## config.mk

```make
export PLATFORM = sky130hd
export DESIGN_NAME = mem_width_adapter
export DESIGN_NICKNAME = d
export VERILOG_FILES = /design/src/rtl/mem_width_adapter.sv
export SDC_FILE = /design/constraint.sdc
export NUM_CORES = 1
export LEC_CHECK = 0
export BUFFER_PORTS_ARGS = -buffer_cell sky130_fd_sc_hd__buf_2
export CAP_MARGIN = 40
export CORE_ASPECT_RATIO = 0.8
export CORE_MARGIN = 3
export CORE_UTILIZATION = 52
export DETAILED_ROUTE_END_ITERATION = 10
export PLACE_DENSITY = 0.83
export RECOVER_POWER = 100
export SLEW_MARGIN = 10
export SYNTH_ARGS = -nofsm -noshare
export SYNTH_HDL_FRONTEND = slang
export SYNTH_SLANG_ARGS = --single-unit
```

## constraint.sdc

```tcl
create_clock -name clk -period 2.21 [get_ports clk]
set_input_delay 0.221 -clock clk [delete_from_list [all_inputs] [get_ports clk]]
set_output_delay 0.221 -clock clk [all_outputs]
set_load 0.005 [all_outputs]
```

## src/rtl/mem_width_adapter.sv

```systemverilog
module mem_width_adapter #(
  parameter int BYTE_W = 8
) (
  input  logic                      clk,
  input  logic                      rst_n,
  input  logic [1:0]                width_sel,
  input  logic                      wr_start,
  input  logic                      wr_beat,
  input  logic                      wr_last,
  input  logic [4*BYTE_W-1:0]       app_wr_data,
  input  logic [3:0]                app_wr_be_n,
  output logic                      app_wr_next,
  output logic                      app_wr_last,
  output logic [4*BYTE_W-1:0]       mem_wr_data,
  output logic [3:0]                mem_wr_be_n,
  input  logic                      rd_start,
  input  logic                      rd_beat,
  input  logic                      rd_last,
  input  logic [4*BYTE_W-1:0]       mem_rd_data,
  output logic [4*BYTE_W-1:0]       app_rd_data,
  output logic                      app_rd_valid,
  output logic                      app_rd_last
);
  localparam int LANES  = 4;
  localparam int WORD_W = LANES * BYTE_W;
  localparam int HALF_W = 2 * BYTE_W;

  logic wide, half;
  logic [1:0] last_idx;
  assign wide = (width_sel == 2'b00);
  assign half = (width_sel == 2'b01);
  assign last_idx = wide ? 2'd0 : (half ? 2'd1 : 2'd3);

  logic [1:0] wr_idx, wr_cur;
  logic       wr_end;
  assign wr_cur = wr_start ? 2'd0 : wr_idx;
  assign wr_end = (wr_cur == last_idx) || wr_last;
  assign app_wr_next = wr_beat && wr_end;
  assign app_wr_last = wr_beat && wr_last;

  always_comb begin
    mem_wr_data = '0;
    mem_wr_be_n = '1;
    if (wide) begin
      mem_wr_data = app_wr_data;
      mem_wr_be_n = app_wr_be_n;
    end else if (half) begin
      for (int k = 0; k < 2; k++)
        if (int'(wr_cur[0]) == k) begin
          mem_wr_data[HALF_W-1:0] = app_wr_data[k*HALF_W +: HALF_W];
          mem_wr_be_n[1:0]        = app_wr_be_n[k*2 +: 2];
        end
    end else begin
      for (int k = 0; k < LANES; k++)
        if (int'(wr_cur) == k) begin
          mem_wr_data[BYTE_W-1:0] = app_wr_data[k*BYTE_W +: BYTE_W];
          mem_wr_be_n[0]          = app_wr_be_n[k];
        end
    end
  end

  always_ff @(posedge clk or negedge rst_n)
    if (!rst_n)        wr_idx <= 2'd0;
    else if (wr_beat)  wr_idx <= wr_end ? 2'd0 : wr_cur + 2'd1;
    else if (wr_start) wr_idx <= 2'd0;

  logic [1:0]        rd_idx, rd_cur;
  logic [WORD_W-1:0] acc, merged;
  logic              rd_end;
  assign rd_cur = rd_start ? 2'd0 : rd_idx;
  assign rd_end = (rd_cur == last_idx) || rd_last;

  always_comb begin
    merged = rd_start ? '0 : acc;
    if (wide) begin
      merged = mem_rd_data;
    end else if (half) begin
      for (int k = 0; k < 2; k++)
        if (int'(rd_cur[0]) == k) merged[k*HALF_W +: HALF_W] = mem_rd_data[HALF_W-1:0];
    end else begin
      for (int k = 0; k < LANES; k++)
        if (int'(rd_cur) == k) merged[k*BYTE_W +: BYTE_W] = mem_rd_data[BYTE_W-1:0];
    end
  end

  always_ff @(posedge clk or negedge rst_n)
    if (!rst_n) begin
      rd_idx       <= 2'd0;
      acc          <= '0;
      app_rd_data  <= '0;
      app_rd_valid <= 1'b0;
      app_rd_last  <= 1'b0;
    end else if (rd_beat) begin
      if (rd_end) begin
        app_rd_data  <= merged;
        app_rd_valid <= 1'b1;
        app_rd_last  <= rd_last;
        acc          <= '0;
        rd_idx       <= 2'd0;
      end else begin
        acc          <= merged;
        rd_idx       <= rd_cur + 2'd1;
        app_rd_valid <= 1'b0;
        app_rd_last  <= 1'b0;
      end
    end else begin
      app_rd_valid <= 1'b0;
      app_rd_last  <= 1'b0;
      if (rd_start) begin
        acc    <= '0;
        rd_idx <= 2'd0;
      end
    end
endmodule

```

# ---- After elaboration in Yosys (flattened, before gate mapping)
# Index checks and enable logic that the tools add are counted.
dict set report totals {
  reg_bits 70
  in_bits 78
  elab_cells 66
  output_inout_bits 72
}
dict set report classes {
  add_sub_neg 2
  muxes 41
  n_reduce_logical 8
  n_eq_ne 9
}
# op count
set ops {}
lappend ops {{2-to-1 mux 32 bit} 5}
lappend ops {{2-to-1 mux 16 bit} 5}
lappend ops {{2-to-1 mux 8 bit} 10}
lappend ops {{2-to-1 mux 2 bit} 11}
lappend ops {{2-to-1 mux 1 bit} 10}
lappend ops {{== test 2 bit (second input constant)} 4}
lappend ops {{== test 2 x 1 -> 1 bit (second input constant)} 3}
lappend ops {{zero test 2 bit} 3}
lappend ops {{adder 2 x 1 -> 2 bit (second input constant)} 2}
lappend ops {{== test 2 bit} 2}
lappend ops {{logical AND 1 bit} 2}
lappend ops {{logical OR 1 bit} 2}
lappend ops {{AND reduction 2 bit} 1}

# ---- Longest topological paths before layout
dict set report depth {
  ltp_word 8
  mapped_depth 9
  depth_no_buf 7
}

# ---- Least setup slack after synthesis
# OpenSTA, ideal clock, no wires.
dict set report synth_path {
  path_kind {reg-to-reg}
  startpoint {register rd_idx[1]}
  endpoint {register app_rd_data[26]}
  required_time_ns 2.082
  path_stages_with_launch 7
  setup_time_ns 0.128
  t_arrival_ns 1.818
  setup_slack_ns 0.265
  path_cell_list {dfrtp_1 > nand2b_1 > buf_4 > o311a_4 > a21oi_4 > buf_6 > mux2_1}
}
dict set report synth_via {
  elab_chain_len 5
}
# item line_no
set synth_rtl {}
lappend synth_rtl {{start: declaration} 67} ;# logic [1:0] rd_idx, rd_cur;
lappend synth_rtl {{start signal: assignment} 102} ;# rd_idx <= rd_cur + 2'd1;
lappend synth_rtl {{2-to-1 mux 2 bit (*)} -}
lappend synth_rtl {{== test 2 x 1 -> 1 bit} 82} ;# if (int'(rd_cur) == k) merged[k*BYTE_W +: BYTE_W] = mem_rd_data[BYTE_W-1:0];
lappend synth_rtl {{2-to-1 mux 8 bit} 82}
lappend synth_rtl {{2-to-1 mux 32 bit} 77} ;# end else if (half) begin
lappend synth_rtl {{2-to-1 mux 32 bit} 75} ;# if (wide) begin
lappend synth_rtl {{end signal: assignment} 95} ;# app_rd_data <= merged;
lappend synth_rtl {{end: declaration} 20} ;# output logic [4*BYTE_W-1:0] app_rd_data,
# Mark *: on every way between the ends. The rest lies on a longest branch, timed or not.
# A chain may end at the register's enable or synchronous reset.

# ---- Worst setup path after layout
dict set report layout_path {
  startpoint {register wr_idx[0]}
  endpoint {output mem_wr_data[5]}
}
dict set report layout_via {
  elab_chain_len 8
}
# item line_no
set layout_rtl {}
lappend layout_rtl {{start: declaration} 34} ;# logic [1:0] wr_idx, wr_cur;
lappend layout_rtl {{start signal: assignment} 64} ;# else if (wr_beat) wr_idx <= wr_end ? 2'd0 : wr_cur + 2'd1;
lappend layout_rtl {{2-to-1 mux 2 bit (*)} -}
lappend layout_rtl {{zero test 2 bit} 55} ;# if (int'(wr_cur) == k) begin
lappend layout_rtl {{2-to-1 mux 8 bit (4 in series)} 55}
lappend layout_rtl {{2-to-1 mux 8 bit (*)} 47} ;# end else if (half) begin
lappend layout_rtl {{2-to-1 mux 16 bit (*)} 44} ;# if (wide) begin
lappend layout_rtl {{end: declaration} 14} ;# output logic [4*BYTE_W-1:0] mem_wr_data,
# Marks and branches as above.

==> impl_metrics.py <==
metrics = {
    "outcome": {
        "status": "finished with violations",
        "violations": "capacitance limit, slew limit",
    },
    "timing": {
        "worst_pin_slew_ns": 1.64,
        "fin_crit_ns": 2.14,
        "finClkSkew_ns": 0.0140,
        "clock.fmax_mhz": 468,
        "drv_slew": 29,
        "setup_viol": 0,
        "min_period_over_period": 0.967,
        "rsz0062_at_grt": "yes",
        "holdWs_ns": 0.132,
        "slew_headroom": -0.0923,
        "hold_viol": 0,
    },
    "place": {
        "port_buffers": 149,
        "routabilityCongestion": 0.900,
        "placed_area_sq_um": 5510,
        "place_hpwl_um": 10600,
    },
    "floorplan": {
        "die_h_um": 90.4,
        "die_area_sq_um": 10100,
        "core_area_sq_um": 8560,
        "die_w_um": 112,
        "initial_core_util": 0.541,
        "ios": 150,
        "fp-row-count": 30,
    },
    "setup_path": {
        "required_ns": 1.99,
        "critPathLaunchType": "register",
        "crit_buf_inv": 3,
        "timing.rr.end": "acc[24]$_DFF_PN0_",
        "worstPathArrival_ns": 1.92,
        "critical_path_class": "register to output pin",
        "worstSetupEndpointType": "output pin",
        "crit_family": "compound AO/OA/AOI/OAI gates",
        "max_stage_delay_ns": 0.41,
        "cp.depth": 8,
        "reg2reg_slack_ns": 0.18,
        "rr_startpoint": "rd_idx[0]$_DFF_PN0_",
        "crit_end": "mem_wr_data[5]",
        "worst_path_max_delay_cell": "dfrtp_1",
        "crit_start": "wr_idx[0]$_DFF_PN0_",
        "cp_max_fo": 10,
        "path_cells": "nand2b_4 -> inv_4 -> ha_4 -> buf_8 -> a221o_1 -> a22oi_1 -> a21oi_1 -> buf_2",
        "r2r_cells": 4,
    },
    "finish": {
        "multi_input_area_sq_um": 2610,
        "n_fill_cell": 689,
        "final_common_cell": "buf_2",
        "nets": 726,
        "design_area_sq_um": 5860,
        "final_cell_mix": "buf_2 (132), dfrtp_1 (70), mux2i_1 (43)",
        "drive_gt1_frac": 0.327,
        "final_util": 0.685,
        "area_growth_pct": 26.6,
        "antenna_cells": 0,
        "ff_latch_area_sq_um": 1750,
    },
    "cts": {
        "cts_buffer_depth": 2,
        "cts_tree": "done",
        "cts_root_buffer": "clkbuf_8",
        "h-tree-depth": 3,
        "clk_pin_slew_ns": 0.09,
        "cts.sinks": 70,
        "cts_made_buffers": 9,
        "clk_latency_ns": 0.36,
    },
    "global_route": {
        "grt_max_degree": 44,
        "grt_use_met1": 0.354,
        "grt_use_met2": 0.496,
        "antenna_found_initial": 0,
        "grt_pass1_vias": 4812,
        "grt_pass1_wl_um": 23700,
        "overflow": 0,
        "grt_usage": 0.289,
        "grt-busiest-layer": "met2",
        "use_met3": 0.0589,
    },
    "logic_synthesis": {
        "avgSynthCellArea_sq_um": 9.38,
        "yosysSeqAreaShare": 0.378,
        "synthSimpleGateAreaFrac": 0.127,
        "synth_fa_ha_area_frac": 0.0108,
        "synthCells": 494,
        "netlist.area_leader.share": 0.378,
        "yosysTopAreaCell": "dfrtp_1",
        "syn-cell-area_sq_um": 4630,
        "synthMuxAreaShare": 0.168,
        "synth_edf_count": 0,
        "syn_nets": 576,
        "synth_xor_xnor_area_share": 0,
        "ys.flop_type": "dfrtp_1",
        "synth_top_family_by_area": "compound AO/OA/AOI/OAI gates",
        "synthTopCellsByArea": "dfrtp_1 (38%), mux2i_1 (9.3%), mux2_2 (4.6%)",
        "yosysUniqueCellTypes": 46,
        "ys_warn_count": 0,
        "ys_async_sr_fraction": 1.00,
        "synth_compound_area_frac": 0.240,
        "ys_ff_latch": 70,
    },
    "min_path": {
        "min_path_cells": 3,
        "hold_class": "input pin to register",
    },
    "power": {
        "power_density_nw_per_um2": 591,
        "total_power_uw": 3460,
        "leakagePower_uw": 0.00291,
        "vdd_drop_max_mv": 0.469,
    },
    "detailed_routing": {
        "drtIter0Drc": 408,
        "vias": 4648,
        "ant_nets": 0,
        "routed_wl_um": 14800,
        "drt-wirelength-per-cell_um": 19.4,
        "vias_per_cell": 6.11,
        "drc": 0,
        "dr.pass1.iters": 5,
    },
    "job": {
        "cap_viol_max_count": 1,
    },
}
-- Yosys cell counts (2+ instances only) --
cell type	count
a211oi_1	14
a21o_1	7
a21oi_1	38
a221o_1	8
a221oi_1	8
a22o_1	8
a22oi_1	8
a31oi_1	7
a32o_1	2
and2_1	14
buf_1	6
buf_2	9
buf_4	3
buf_6	2
clkbuf_1	22
dfrtp_1	70
ha_1	4
inv_1	42
mux2_1	12
mux2_2	19
mux2i_1	43
nand2_1	28
nand2b_1	13
nand3_1	2
nand3b_1	3
nand4bb_1	2
nor2_1	15
nor2b_1	15
nor3_1	10
o21ai_0	8
o21ai_1	2
o22a_1	8
o22ai_1	10
o2bb2ai_1	4
o31ai_1	2
o32ai_1	14
or3_1	2
or4bb_1	2
-- power breakdown --
| part | internal, uW | switching (uW) | total, uW | leakage, uW |
|---|---|---|---|---|
| Clock | 634 | 506 | 1140 | 0.000106 |
| Sequential | 1400 | 68.7 | 1470 | 0.000929 |
| Combinational | 395 | 464 | 858 | 0.00188 |
| Total | 2430 | 1040 | 3460 | 0.00291 |
-- flip-flops by register name, summed over array words and instances (netlist names) --
name and cells:
acc 32, app_rd_valid 1, app_rd_last 1, app_rd_data 32
wr_idx 2, rd_idx 2
-- layer usage --
metal | part of all wire | vias to the layer above | routed length [um]
met3 | 0.074 | 52 | 1090
met2 | 0.49 | 250 | 7180
met5 | 0 | - | 0
met1 | 0.40 | 2235 | 5930
met4 | 0.039 | 0 | 574
li1 | - | 2111 | -
-- cells by family (layout without fill, tap and decap cells) --
| logic type | after synthesis | count (layout) |
|---|---|---|
| AO/OA/AOI/OAI | 153 | 153 |
| multiplexers | 74 | 74 |
| adder cells (fa/ha/maj) | 4 | 4 |
| AND/OR/NAND/NOR | 109 | 109 |
| flip-flops | 70 | 70 |
| buffers and inverters | 84 | 239 |
-- worst min-delay path by stage --
stage / startpoint / to / slack, ns
floorplan: rst_n / acc[0]$_DFF_PN0_ / -0.07
global placement: rst_n / app_rd_data[6]$_DFFE_PN0P_ / 0.28
detailed placement: rst_n / app_rd_data[1]$_DFFE_PN0P_ / 0.28
CTS: rd_last / app_rd_last$_DFF_PN0_ / 0.13
global route: rd_last / app_rd_last$_DFF_PN0_ / 0.13
finish: rd_last / app_rd_last$_DFF_PN0_ / 0.13
-- final cells by class --
class                           count  share of cell area
Multi-Input combinational cell    340               0.445
Sequential cell                    70               0.299
Timing Repair Buffer              181               0.168
Inverter                           42              0.0273
Tap cell                          112              0.0239
Clock buffer                       10              0.0218
Clock inverter                      6              0.0147
-- metrics by stage --
stage	worst slack (ns)	std cells	TNS [ns]
floorplan	0.265	494	0
CTS	0.0102	760	0
global placement	0.248	736	0
global route	-0.0216	761	-0.0500
finish	0.0721	761	0
detailed placement	0.162	736	0
-- timing repair --
item / CTS / global route
setup buffers: 8 / 1
pin swaps: 4 / 5
endpoints found under the setup margin: 9 / 17
gates resized for setup: 10 / 14
endpoints found under the hold margin: 26 / 0
hold buffers: 1 / 0
-- tightest hold or removal path, cell delays in order --
cell and delay [ns]:
buf_2 0.10, inv_1 0.08, nor2_1 0.05
(Power assumes the default switching activity.)
